### src/rtl/pcu_pkg.sv
package pcu_pkg;
  localparam int WORD_W = 10;
  localparam int OPC_W  = 5;
  localparam logic [OPC_W-1:0] BR_TAG = 5'b10001;

  typedef enum logic [2:0] {
    OP_NONE,
    OP_JMP,
    OP_JC,
    OP_JNC,
    OP_JF,
    OP_JNF
  } br_op_e;

  typedef struct packed {
    logic   hit;
    br_op_e op;
    logic   page;
  } br_dec_t;
endpackage

### src/rtl/pcu_decode.sv
module pcu_decode
  import pcu_pkg::*;
(
  input  logic [WORD_W-1:0] word,
  output br_dec_t           dec
);
  always_comb begin
    dec.hit  = 1'b0;
    dec.op   = OP_NONE;
    dec.page = 1'b0;
    if (word[OPC_W-1:0] == BR_TAG) begin
      dec.hit = 1'b1;
      case (word[WORD_W-1:OPC_W])
        5'b01000: dec.op = OP_JMP;
        5'b01001: begin dec.op = OP_JMP; dec.page = 1'b1; end
        5'b01100: dec.op = OP_JC;
        5'b01010: begin dec.op = OP_JC;  dec.page = 1'b1; end
        5'b01101: dec.op = OP_JNC;
        5'b01011: begin dec.op = OP_JNC; dec.page = 1'b1; end
        5'b01110: dec.op = OP_JF;
        5'b10000: begin dec.op = OP_JF;  dec.page = 1'b1; end
        5'b01111: dec.op = OP_JNF;
        5'b10001: begin dec.op = OP_JNF; dec.page = 1'b1; end
        default:  dec.hit = 1'b0;
      endcase
    end
  end
endmodule

### src/rtl/pcu_cond.sv
module pcu_cond
  import pcu_pkg::*;
(
  input  br_op_e op,
  input  logic   carry,
  input  logic   status,
  output logic   taken
);
  always_comb begin
    case (op)
      OP_JMP:  taken = 1'b1;
      OP_JC:   taken = carry;
      OP_JNC:  taken = ~carry;
      OP_JF:   taken = status;
      OP_JNF:  taken = ~status;
      default: taken = 1'b0;
    endcase
  end
endmodule

### src/rtl/pcu_unperm.sv
module pcu_unperm
  import pcu_pkg::*;
(
  input  logic [WORD_W-1:0] word,
  output logic [WORD_W-1:0] addr
);
  localparam int LOW_W = OPC_W - 1;           // a3..a0 kept in place
  localparam int MID_W = WORD_W - OPC_W - 1;  // a7..a4 shifted down

  genvar gi;
  generate
    for (gi = 0; gi < LOW_W; gi++) begin : g_low
      assign addr[gi] = word[gi];
    end
    for (gi = 0; gi < MID_W; gi++) begin : g_mid
      assign addr[LOW_W + gi] = word[OPC_W + gi];
    end
  endgenerate

  assign addr[WORD_W-2] = word[LOW_W];
  assign addr[WORD_W-1] = word[WORD_W-1];
endmodule

### src/rtl/pcu_branch_unit.sv
module pcu_branch_unit
  import pcu_pkg::*;
#(
  parameter int MEM_PAGES = 2
) (
  input  logic              clk,
  input  logic              rst_n,
  input  logic              step,
  input  logic [WORD_W-1:0] instr_word,
  input  logic              carry_flag,
  input  logic              status_flag,
  output logic [WORD_W:0]   fetch_addr,
  output logic              illegal_op
);
  localparam bit HAS_PAGE1 = (MEM_PAGES > 1);

  logic rst_meta, rst_sync_n;

  always_ff @(posedge clk or negedge rst_n) begin
    if (!rst_n) begin
      rst_meta   <= 1'b0;
      rst_sync_n <= 1'b0;
    end else begin
      rst_meta   <= 1'b1;
      rst_sync_n <= rst_meta;
    end
  end

  logic [WORD_W-1:0] pc_q, pc_d;
  logic              page_q, page_d;
  logic              busy_q, busy_d;
  logic              taken_q, taken_d;
  logic              tpage_q, tpage_d;
  logic              illegal_q, illegal_d;

  br_dec_t           dec;
  logic              cond_taken;
  logic [WORD_W-1:0] target;
  logic [WORD_W-1:0] pc_inc1, pc_inc2;

  pcu_decode u_decode (.word(instr_word), .dec(dec));

  pcu_cond u_cond (
    .op     (dec.op),
    .carry  (carry_flag),
    .status (status_flag),
    .taken  (cond_taken)
  );

  pcu_unperm u_unperm (.word(instr_word), .addr(target));

  assign pc_inc1 = pc_q + WORD_W'(1);
  assign pc_inc2 = pc_q + WORD_W'(2);

  always_comb begin
    pc_d      = pc_q;
    page_d    = page_q;
    busy_d    = busy_q;
    taken_d   = taken_q;
    tpage_d   = tpage_q;
    illegal_d = 1'b0;
    if (busy_q) begin
      busy_d = 1'b0;
      if (taken_q) begin
        pc_d   = target;
        page_d = tpage_q;
      end else begin
        pc_d   = pc_inc2;
      end
    end else if (step) begin
      if (dec.hit) begin
        busy_d  = 1'b1;
        taken_d = cond_taken;
        if (dec.page && !HAS_PAGE1) begin
          illegal_d = 1'b1;
          tpage_d   = page_q;
        end else begin
          tpage_d   = dec.page;
        end
      end else begin
        pc_d = pc_inc1;
      end
    end
  end

  always_ff @(posedge clk or negedge rst_sync_n) begin
    if (!rst_sync_n) begin
      pc_q      <= '0;
      page_q    <= 1'b0;
      busy_q    <= 1'b0;
      taken_q   <= 1'b0;
      tpage_q   <= 1'b0;
      illegal_q <= 1'b0;
    end else begin
      pc_q      <= pc_d;
      page_q    <= page_d;
      busy_q    <= busy_d;
      taken_q   <= taken_d;
      tpage_q   <= tpage_d;
      illegal_q <= illegal_d;
    end
  end

  assign fetch_addr = busy_q ? {page_q, pc_inc1} : {page_q, pc_q};
  assign illegal_op = illegal_q;
endmodule

### config.mk
export PLATFORM = sky130hd
export DESIGN_NAME = pcu_branch_unit
export DESIGN_NICKNAME = d
export VERILOG_FILES = /design/src/rtl/pcu_pkg.sv /design/src/rtl/pcu_decode.sv /design/src/rtl/pcu_cond.sv /design/src/rtl/pcu_unperm.sv /design/src/rtl/pcu_branch_unit.sv
export SDC_FILE = /design/constraint.sdc
export NUM_CORES = 1
export LEC_CHECK = 0
export BUFFER_PORTS_ARGS = -buffer_cell sky130_fd_sc_hd__buf_2
export CAP_MARGIN = 15
export CORE_MARGIN = 4
export CORE_UTILIZATION = 54
export CTS_CLUSTER_SIZE = 8
export DETAILED_ROUTE_END_ITERATION = 10
export GPL_TIMING_DRIVEN = 0
export MAX_ROUTING_LAYER = met4
export PLACE_DENSITY = 0.82
export SYNTH_ARGS = -nofsm -noshare
export SYNTH_HDL_FRONTEND = slang
export SYNTH_SLANG_ARGS = --single-unit
### constraint.sdc
create_clock -name clk -period 2.4 [get_ports clk]
set_input_delay 0.6 -clock clk [delete_from_list [all_inputs] [get_ports clk]]
set_output_delay 0.6 -clock clk [all_outputs]
set_load 0.005 [all_outputs]
======== Word-level counts from Yosys, hierarchy flattened ========
Index checks and enable logic that the tools add are counted.
word-level totals
  register bits ........................... 16
  bits in latches ......................... 0
  memory bits (writable) .................. 0
  ROM bits ................................ 0
  bits of input ports ..................... 15
  word-level logic and storage cells ...... 53
  memories kept ........................... 0
cells by class
  add/sub/neg operators ................... 2
  $mul .................................... 0
  div/mod/pow operators ................... 0
  $lt $le $gt $ge ......................... 0
  equality and inequality tests ........... 17
  shift-type cells ........................ 0
  muxes and demuxes ....................... 13
  bitwise operators ....................... 3
  reduce and logical (&&, ||, !) cells .... 11
operator list
  cell                     count
  $mux W10                 5
  $eq A5 B4 Y1 const B     8
  $eq A5 B5 Y1 const B     3
  $pmux W3 S5              1
  $add A10 B1 Y10 const B  1
  $add A10 B2 Y10 const B  1
  $reduce_or A10 Y1        1
  $reduce_or A2 Y1         5
  $eq A3 B2 Y1 const B     2
  $eq A3 B3 Y1 const B     2
  $mux W1                  5
  $mux W5                  1
  $pmux W1 S5              1
  $reduce_or A5 Y1         1
  $reduce_and A2 Y1        2
  $eq A3 B1 Y1 const B     1
  $not A1 Y1               3
  $reduce_and A3 Y1        1
  $ne A2 B2 Y1 const B     1
  $reduce_bool A2 Y1       1

======== Logic depth before layout (Yosys ltp) ========
Gate-level depths: netlist of the first run.
  word-level depth ........................ 7
  gate-level depth with buffers ........... 6
  mapped depth without buffers ............ 6

======== Hierarchy ========
Synthesis of the first run repeated with hierarchy kept, for this count alone.
unflattened totals
  cells, all modules ...................... 168
  area total of the unflattened synthesis .. 1392.6 um^2
modules (own cells, without submodules)
  module           instances  cells an instance  area an instance (um^2)  sequential area each (um^2)
  pcu_branch_unit  1          135                1164.9                   400.4
  pcu_decode       1          17                 117.6                    0.0
  pcu_unperm       1          10                 75.1                     0.0
  pcu_cond         1          6                  35.0                     0.0

======== Worst setup path before layout of the first run ========
OpenSTA, ideal clock, no wires.
  kind .................................... flip-flop to output port
  start ................................... register pc_q[2]
  end ..................................... output fetch_addr[9]
  arrival ................................. 1.351 ns
  data required time ...................... 1.800 ns
  path slack .............................. 0.449 ns
  cell stages (with the launch flop) ...... 6
  path buffers ............................ 0
  cell sequence ........................... dfrtp_1 ha_1 and4_1 nand4_1 nor2_1 xor2_1
between the ends
  cells in the longest elaborated chain, start to end .. 2
ends and longest elaborated chain
  element                   RTL line                text
  start: declaration        pcu_branch_unit.sv:29   logic [WORD_W-1:0] pc_q, pc_d;
  start signal: assignment  pcu_branch_unit.sv:95   pc_q <= pc_d;
  $add A10 B1 Y10           pcu_branch_unit.sv:52   assign pc_inc1 = pc_q + WORD_W'(1);
  $mux W10                  pcu_branch_unit.sv:104  assign fetch_addr = busy_q ? {page_q, pc_inc1} : {page_q, pc_q};
  end: declaration          pcu_branch_unit.sv:12   output logic [WORD_W:0] fetch_addr,
Every way passes these cells.

======== Final worst setup path of the first run ========
  start ................................... register pc_q[1]
  end ..................................... output fetch_addr[9]
The elaborated chain is that of the path after synthesis.

==> results.py, run 1 <==
metrics = {
    "status": {
        "outcome": "finished, final reports clean",
    },
    "power_and_ir_drop": {
        "combPwrFrac": 0.436,
        "p_sw_frac": 0.3627,
        "p_leak_uw": 0.0007345,
        "ir_worst_vdd_mv": 0.6021,
        "p_switching_uw": 350.4,
        "p_int_uw": 615.7,
        "seqPwrFrac": 0.374,
        "power_density_nw_per_um2": 609.5,
        "clkPwrFrac": 0.190,
    },
    "worst_setup_path": {
        "cp_max_fo": 7,
        "crit_required_ns": 1.80,
        "endpoint_kind": "output port",
        "rrSetupSlack_ns": 0.63,
        "setup.worst_path.start": "pc_q[1]",
        "timing.rr.end": "pc_q[9]",
        "startpoint_type": "flop",
        "critPathKind": "flop to output port",
        "reg2reg_from": "pc_q[1]",
        "reg2reg_depth": 7,
        "arrival_ns": 1.77,
    },
    "cells_and_area": {
        "areaGrowthSynthToFinish_pct": 22.89,
        "fin_cells": 210,
        "multiInputGateArea_um2": 870.8,
        "fin_nets": 200,
        "antenna_cells": 0,
        "n_fill_cell": 170,
        "final-seq-area_um2": 401.6,
        "drive_gt1_frac": 0.3407,
    },
    "sta": {
        "worst_slew_pin_slew_ns": 0.6017,
        "hold_viol": 0,
        "fin_ws_ns": 0.02987,
        "fin_crit_ns": 2.370,
        "setup_viol": 0,
        "timing.fmax_mhz": 421.9,
        "rsz0062_at_grt": "yes",
        "fin_crit_sh": 0.9876,
        "slew_viol_final": 0,
        "clock_skew_ns": 0.004677,
        "slew-limit-headroom": 0.5989,
    },
    "drt": {
        "first_iter_violations": 96,
        "avgRoutedWirePerCell_um": 16.08,
        "remaining_drc_errors": 0,
        "via_count": 1256,
        "vias_per_cell": 5.981,
        "drt_wl_total_mm": 3.376,
        "ant_nets": 0,
        "firstDrtPassIters": 4,
    },
    "floorplan": {
        "core_um2": 2233,
        "die_y_um": 56.88,
        "ios": 27,
        "dieArea_um2": 3235,
        "floorplan.initialDensity": 0.5776,
        "dieWidth_um": 56.88,
        "rows": 17,
    },
    "placement": {
        "placement.io_buffers": 24,
        "place_inst": 200,
        "place_ws_ns": 0.1507,
        "globalplace.congestion": 0.8656,
        "dp_hpwl_mm": 2.350,
    },
    "cts": {
        "clk_latency_ns": 0.30,
        "cts_tree": "built",
        "htreeDepth": 1,
        "clk_pin_slew_worst_paths_ns": 0.09,
        "numCtsBuffers": 3,
        "holdBufCountCts": 0,
        "clock-sinks": 16,
        "cts-root-buf": "clkbuf_4",
        "clock_path_buffers": 2,
    },
    "grt": {
        "grt_pass1_vias": 1240,
        "grt_pass1_wl_mm": 5.609,
        "grt-ovfl-total": 0,
        "antenna_found_initial": 0,
        "grt_max_degree": 15,
        "grt_usage": 0.2223,
    },
    "worst_hold_path": {
        "hold_class": "input pin to asynchronous set/reset pin",
    },
    "synth": {
        "synth.largest_area_cell": "dfrtp_1",
        "synth_area_leaders": "dfrtp_1 (31%), xor2_1 (6.8%), xnor2_1 (5.4%)",
        "synthCells": 148,
        "synth_seq_cells": 16,
        "syn-cell-area_um2": 1290,
        "yosys.cell_types.count": 43,
        "yosysWarnings": 0,
        "syn_nets": 165,
        "yosysTopAreaCellShare": 0.3104,
        "synth-seq-area-share": 0.3104,
        "synth_area_per_cell_um2": 8.716,
    },
    "flow_run": {
        "max_cap_viol_count": 0,
    },
}
==> layer usage <==
| layer | global-route usage | share of wire | wire, um |
|---|---|---|---|
| met4 | 0.04636 | 0.0062 | 21 |
| met5 | - | 0 | 0 |
| met3 | 0.05747 | 0.091 | 307 |
| met2 | 0.3564 | 0.48 | 1636 |
| met1 | 0.2839 | 0.42 | 1412 |
==> cells in the mapped netlist (all sizes together) <==
cell type / count
o211a: 1
dfrtp: 16
conb: 2
a221oi: 2
and3: 2
and4: 1
buf: 9
xor2: 10
a31oi: 1
nand3b: 1
a21o: 1
nor2b: 3
nor2: 13
nand4b: 1
mux2i: 6
and2: 1
nand3: 8
o211ai: 1
nor3: 2
nand2: 14
nand4: 5
or3b: 1
a22oi: 1
and4bb: 1
nand2b: 1
a211oi: 3
o31a: 3
o311a: 2
ha: 2
xnor2: 8
a222oi: 1
a32o: 1
nor4b: 1
a21oi: 6
inv: 3
o21ai: 5
clkbuf: 4
mux2: 4
o31ai: 1
==> worst max path at each step <==
stage	endpoint	slack, ns	cells past startpoint
after CTS	fetch_addr[9]	-0.005	6
after detailed placement	fetch_addr[8]	0.15	7
after global placement	fetch_addr[8]	0.18	7
final	fetch_addr[9]	0.03	6
after floorplan	fetch_addr[9]	0.45	5
after global routing	fetch_addr[9]	-0.11	6
==> power groups by stage <==
stage | sequential (uW) | combinational (uW) | clock [uW]
global route | 365 | 463 | 200
global placement | 359 | 313 | 0
finish | 362 | 421 | 184
detailed placement | 361 | 330 | 0
CTS | 346 | 390 | 185
floorplan | 350 | 227 | 0
==> state kept, by name, indices dropped and copies added, names as in the netlist <==
register and cells:
tpage_q 1, pc_q 10, taken_q 1, busy_q 1, page_q 1, rst_sync_n 1, rst_meta 1
==> critical path, cell delays in order (launching register included) <==
cell and delay [ns]:
dfrtp_2 0.44, ha_4 0.19, and4_4 0.26, nand4_1 0.17
nor2_2 0.13, xor2_1 0.15, buf_2 0.13
==> per-stage QoR <==
| step | util | total power [uW] | hold slack (ns) | area, um^2 | TNS [ns] |
|---|---|---|---|---|---|
| CTS | 0.6824 | 920.6 | 0.07371 | 1524 | -0.008829 |
| global placement | 0.6471 | 672.6 | 0.2602 | 1445 | 0 |
| global route | 0.7098 | 1029 | 0.05530 | 1585 | -0.2514 |
| detailed placement | 0.6471 | 690.5 | 0.2630 | 1445 | 0 |
| finish | 0.7098 | 966.1 | 0.06774 | 1585 | 0 |
| floorplan | - | 576.7 | 0.1735 | 1290 | 0 |
==> placed cells by master (no fill, tap or decap), drive strengths merged, types with 3 or more instances in the layout <==
cell type	count
a211oi	3
nand4	5
xor2	10
mux2i	6
mux2	4
a21oi	6
o31a	3
nand3	8
buf	38
dfrtp	16
inv	3
xnor2	8
clkbuf	9
nand2	14
nor2	13
nor2b	3
o21ai	5
==> logic make-up after synthesis <==
logic type / Yosys count / synth area share
AOI/OAI and AO/OA: 29 / 0.1717
xor gates and xnor gates: 18 / 0.1222
adders and majority gates: 2 / 0.01940
buffers and inverters: 16 / 0.05722
DFF: 16 / 0.3104
muxes: 10 / 0.08147
other: 2 / 0.005822
and+or+nand+nor: 55 / 0.2318
==> layout make-up <==
type                       count  share of cell area
sequential                    16              0.2534
inverter                       3            0.007103
multi-input combinational    116              0.5493
clock buffer                   4             0.02289
timing repair buffer          30              0.1042
tap                           28             0.02210
buffer                        13             0.04104
==> timing repair <==
item / in CTS / in global routing
setup endpoints to repair: 5 / 5
pin swaps: 0 / 3
gates resized for setup: 7 / 8
buffers inserted: 3 / 3
Note: power is estimated with default switching activity, not from simulation.
==> run 2: changes to the inputs <==
==> constraint.sdc (replaced) <==
create_clock -name clk -period 2.6 [get_ports clk]
set_input_delay 0.65 -clock clk [delete_from_list [all_inputs] [get_ports clk]]
set_output_delay 0.65 -clock clk [all_outputs]
set_load 0.01 [all_outputs]
==> run 2 against run 1 <==
Worst setup slack better by 0.054 ns. Register-to-register slack gained 0.23 ns. Combinational power decreased by 16%. Non-clock buffer count shrank 5. Sequential cell count stayed put. Global-route usage down 0.24 points. Critical path depth up 1. Sequential share of layout area is 1.1 points higher. Clock-buffer cell count unchanged. Largest cell class unchanged. Largest power group unchanged.
==> results.py, run 2 (synthesized netlist as in run 1, its figures left out) <==
metrics = {
    "cells_and_area": {
        "n_fill_cell": 182,
        "mostFrequentLayoutCell": "buf_2",
        "regMostFlops": "pc_q",
        "drive_gt1_frac": 0.3164,
        "fin_nets": 195,
        "fin_util": 0.6824,
        "fin_area_um2": 1524,
        "areaGrowthSynthToFinish_pct": 18.14,
        "antenna_cells": 0,
        "largest_reg_flops": 10,
        "mostFrequentLayoutCells": "buf_2 (29), dfrtp_1 (14), nand2_1 (13)",
    },
    "drt": {
        "firstDrtPassIters": 4,
        "first_iter_violations": 68,
        "drt_wl_total_mm": 3.203,
        "via_count": 1225,
        "remaining_drc_errors": 0,
        "vias_per_cell": 5.976,
        "avgRoutedWirePerCell_um": 15.62,
        "ant_nets": 0,
    },
    "power_and_ir_drop": {
        "power_density_nw_per_um2": 566.2,
        "ir_worst_vdd_mv": 0.5651,
        "p_leak_uw": 0.0006852,
    },
    "worst_setup_path": {
        "cp_common_cell": "and3_4",
        "setup.worst_path.start": "pc_q[1]",
        "crit_chain": "ha_2 > and3_4 > and3_4 > nand2_1 > nor2_2 > xor2_1 > buf_2",
        "startpoint_type": "flop",
        "slowest_delay_ns": 0.44,
        "critical-path-top-delay-family": "simple AND/OR/NAND/NOR gates",
        "arrival_ns": 1.87,
        "endpoint_kind": "output port",
        "critPathKind": "flop to output port",
        "crit_slowest_cell": "dfrtp_2",
        "reg2reg_from": "busy_q",
        "crit_required_ns": 1.95,
        "path_buf_inv": 1,
        "cp_max_fo": 5,
    },
    "cts": {
        "clk_pin_slew_worst_paths_ns": 0.09,
        "cts_tree": "built",
        "clock-sinks": 16,
        "htreeDepth": 1,
        "clk_latency_ns": 0.30,
        "clock_path_buffers": 2,
        "cts-root-buf": "clkbuf_4",
        "numCtsBuffers": 3,
    },
    "grt": {
        "antenna_found_initial": 0,
        "grt_usage": 0.2199,
        "grt_pass1_vias": 1237,
        "grt_max_degree": 15,
        "grt_pass1_wl_mm": 5.547,
        "grt-ovfl-total": 0,
    },
    "floorplan": {
        "core_um2": 2233,
        "ios": 27,
        "dieArea_um2": 3235,
        "die_y_um": 56.88,
        "floorplan.initialDensity": 0.5776,
        "dieWidth_um": 56.88,
        "rows": 17,
    },
    "sta": {
        "setup_viol": 0,
        "hold_viol": 0,
        "rsz0062_at_grt": "yes",
        "slew_viol_final": 0,
        "timing.fmax_mhz": 397.4,
        "fin_crit_ns": 2.516,
        "fin_crit_sh": 0.9679,
        "worst_slew_pin_slew_ns": 0.5989,
        "tns_ns": 0,
        "fin_ws_ns": 0.08353,
        "clock_skew_ns": 0.005262,
        "slew-limit-headroom": 0.6008,
    },
    "placement": {
        "globalplace.congestion": 0.8656,
        "place_ws_ns": 0.2829,
        "placement.io_buffers": 24,
        "dp_hpwl_mm": 2.350,
        "dpl_cell_area_um2": 1445,
    },
    "flow_run": {
        "max_cap_viol_count": 0,
    },
    "worst_hold_path": {
        "hold_class": "input pin to asynchronous set/reset pin",
    },
    "status": {
        "outcome": "finished, final reports clean",
    },
}
## run 2: routing by layer
metal	routed length, um	global-route usage
met1	1331	0.2811
met4	30	0.04636
met3	318	0.05747
met2	1522	0.3515
met5	0	-
## run 2: worst register-to-register path, stage by stage (launching register included)
cell and delay [ns]:
dfrtp_1 0.37, buf_2 0.17, inv_1 0.10, clkbuf_1 0.35, nor2_1 0.09, a222oi_1 0.37, o311a_1 0.23
## run 2: path summary, 6_finish.rpt
kind | endpoint | slack, ns | cells after the start
min | rst_sync_n | 0.11 | 1
max reg2reg | pc_q[4] | 0.86 | 6
min in group clk | rst_sync_n | 0.36 | 0
max | fetch_addr[8] | 0.08 | 7
min reg2reg | tpage_q | 0.25 | 0
max in group asynchronous | pc_q[2] | 1.93 | 0
## run 2: area by class of cell
cell class | count | area [um^2] | area share
Buffer | 13 | 63.81 | 0.04187
Clock buffer | 4 | 36.28 | 0.02381
Inverter | 3 | 11.26 | 0.007389
Multi-Input combinational cell | 116 | 847.1 | 0.5558
Sequential cell | 16 | 402.9 | 0.2644
Tap cell | 28 | 35.03 | 0.02299
Timing Repair Buffer | 25 | 127.6 | 0.08374
## run 2: per-stage QoR
| stage | std cells | hold slack (ns) | total power (uW) |
|---|---|---|---|
| after floorplan | 148 | 0.1735 | 545.7 |
| after detailed placement | 200 | 0.2630 | 651.1 |
| after global placement | 200 | 0.2602 | 634.6 |
| after global routing | 205 | 0.09947 | 919.9 |
| after CTS | 204 | 0.1237 | 824.0 |
| final | 205 | 0.1134 | 862.9 |
## run 2: repair_timing
action                                  CTS  global route
gates resized for setup                   3             8
endpoints found under the setup margin    2             3
setup buffers                             0             1
pin swaps                                 0             0
hold buffers                              0             0
## run 2: power breakdown
part	total [uW]	internal, uW	switching (uW)
Combinational	352	167	185
Sequential	339	288	50.7
Clock	172	85.5	86.4
Total	863	541	322
==> run 3: changes to the inputs <==
--- a/config.mk
+++ b/config.mk
@@ -8,5 +8,4 @@
 export BUFFER_PORTS_ARGS = -buffer_cell sky130_fd_sc_hd__buf_2
 export CAP_MARGIN = 15
-export CORE_MARGIN = 4
 export CORE_UTILIZATION = 54
 export CTS_CLUSTER_SIZE = 8
==> constraint.sdc (replaced) <==
create_clock -name clk -period 2.6 [get_ports clk]
set_input_delay 0.65 -clock clk [delete_from_list [all_inputs] [get_ports clk]]
set_output_delay 0.65 -clock clk [all_outputs]
set_load 0.05 [all_outputs]
==> run 3 against run 2 <==
Combinational power rose by 39%. Highest routed layer unchanged. Clock-buffer cell count did not move. Utilization grew 1.8 points. Critical path type unchanged. Sequential power fell by 3%. Total power rose by 14%. Die area fell by 20%. Sequential cell count stayed put. First-iteration DRC count down 12%. Fmax decreased by 1.4%.
==> results.py, run 3 (synthesized netlist as in run 1, its figures left out) <==
metrics = {
    "status": {
        "outcome": "finished, final reports clean",
    },
    "worst_setup_path": {
        "setup.worst_path.start": "pc_q[1]",
        "path_depth": 7,
        "reg2reg_depth": 7,
        "slowest_delay_ns": 0.42,
        "reg2reg_from": "pc_q[1]",
        "endpoint_kind": "output port",
        "arrival_ns": 1.90,
        "critical-path-top-delay-family": "simple AND/OR/NAND/NOR gates",
        "cp_max_fo": 4,
        "critPathKind": "flop to output port",
        "startpoint_type": "flop",
        "crit_slowest_cell": "dfrtp_2",
        "crit_required_ns": 1.95,
        "path_buf_inv": 1,
        "crit_chain": "ha_2 > and3_4 > and3_4 > nand2_1 > nor2_2 > xor2_2 > buf_6",
        "cp_common_cell": "and3_4",
    },
    "sta": {
        "worst_slew_pin_slew_ns": 0.6182,
        "fin_crit_ns": 2.553,
        "rsz0062_at_grt": "yes",
        "fin_crit_sh": 0.9820,
        "hold_viol": 0,
        "clock_skew_ns": 0.001174,
        "tns_ns": 0,
        "fin_ws_ns": 0.04680,
        "timing.fmax_mhz": 391.7,
        "timing.hold.ws_ns": 0.1211,
        "slew-limit-headroom": 0.5878,
        "setup_viol": 0,
        "slew_viol_final": 0,
    },
    "power_and_ir_drop": {
        "p_leak_uw": 0.0007012,
        "ir_worst_vdd_mv": 0.6152,
        "power_density_nw_per_um2": 630.9,
    },
    "drt": {
        "avgRoutedWirePerCell_um": 15.36,
        "drt_wl_total_mm": 3.179,
        "remaining_drc_errors": 0,
        "via_count": 1271,
        "firstDrtPassIters": 4,
        "ant_nets": 0,
        "first_iter_violations": 60,
        "vias_per_cell": 6.140,
    },
    "cts": {
        "cts-root-buf": "clkbuf_4",
        "clock_path_buffers": 2,
        "clock-sinks": 16,
        "clk_latency_ns": 0.29,
        "numCtsBuffers": 3,
        "cts_tree": "built",
        "clk_pin_slew_worst_paths_ns": 0.10,
        "holdBufCountCts": 0,
        "htreeDepth": 1,
    },
    "cells_and_area": {
        "mostFrequentLayoutCells": "buf_2 (27), dfrtp_1 (15), nand2_1 (13)",
        "mostFrequentLayoutCell": "buf_2",
        "n_fill_cell": 181,
        "regMostFlops": "pc_q",
        "antenna_cells": 0,
        "largest_reg_flops": 10,
        "areaGrowthSynthToFinish_pct": 21.34,
        "fin_nets": 197,
        "fin_area_um2": 1565,
        "drive_gt1_frac": 0.3352,
    },
    "floorplan": {
        "ios": 27,
        "core_um2": 2233,
        "floorplan.initialDensity": 0.5776,
        "dieArea_um2": 2588,
        "die_y_um": 50.88,
        "dieWidth_um": 50.88,
        "rows": 17,
    },
    "grt": {
        "use_met3": 0.04167,
        "gr-usage-met2": 0.4933,
        "grt_pass1_vias": 1141,
        "grt_pass1_wl_mm": 5.181,
        "grt_max_degree": 15,
        "use_met1": 0.3270,
        "grt-ovfl-total": 0,
        "antenna_found_initial": 0,
        "grt_usage": 0.2814,
        "gr-max-usage-layer": "met2",
    },
    "placement": {
        "dpl_cell_area_um2": 1460,
        "globalplace.congestion": 0.8787,
        "place_ws_ns": 0.1383,
        "placement.io_buffers": 24,
        "dp_hpwl_mm": 2.276,
    },
    "flow_run": {
        "max_cap_viol_count": 0,
    },
    "worst_hold_path": {
        "hold_class": "input pin to asynchronous set/reset pin",
    },
}
## run 3: cell count changes in the layout (fill, tap and decap cells not counted)
cell,before,now
buf_1,1,0
buf_2,29,27
buf_4,3,7
buf_6,0,1
dfrtp_1,14,15
dfrtp_2,2,1
xor2_1,10,8
xor2_2,0,2
## run 3: report_power, final
group	switching, uW	internal (uW)
combinational	302	186
clock	83.9	85.3
sequential	43.2	286
total	430	558
## run 3: path summary, 6_finish.rpt
kind | endpoint | slack, ns
worst max-delay path | fetch_addr[8] | 0.05
worst min-delay path | rst_meta | 0.12
worst max register to register | pc_q[9] | 0.81
worst min register to register | tpage_q | 0.26
max in group asynchronous | pc_q[1] | 1.91
min in group clk | rst_sync_n | 0.37
## run 3: final cells by class
cell class	count	area, um^2	area share
Tap cell	28	35.03	0.02238
Timing Repair Buffer	27	153.9	0.09832
Clock buffer	4	36.28	0.02318
Buffer	13	65.06	0.04157
Sequential cell	16	401.6	0.2566
Inverter	3	11.26	0.007194
Multi-Input combinational cell	116	862.1	0.5508
## run 3: through the flow
step	cells	power (uW)	util
2_1_floorplan	148	655.3	-
3_3_place_gp	200	743.4	0.6538
3_5_place_dp	200	756.4	0.6538
4_1_cts	205	946.4	0.6829
5_1_grt	207	1040	0.7008
6_report	207	987.5	0.7008
## run 3: routing by layer
metal / vias up / routed length, um
met2: 70 / 1567
met3: 6 / 281
li1: 589 / -
met1: 606 / 1280
met4: 0 / 49
met5: - / 0
## run 3: timing repair
item                                    in CTS  in global routing
endpoints found under the setup margin       5                  5
gates resized for setup                      9                  6
cloned                                       0                  0
pin swaps                                    0                  3
setup buffers                                1                  2
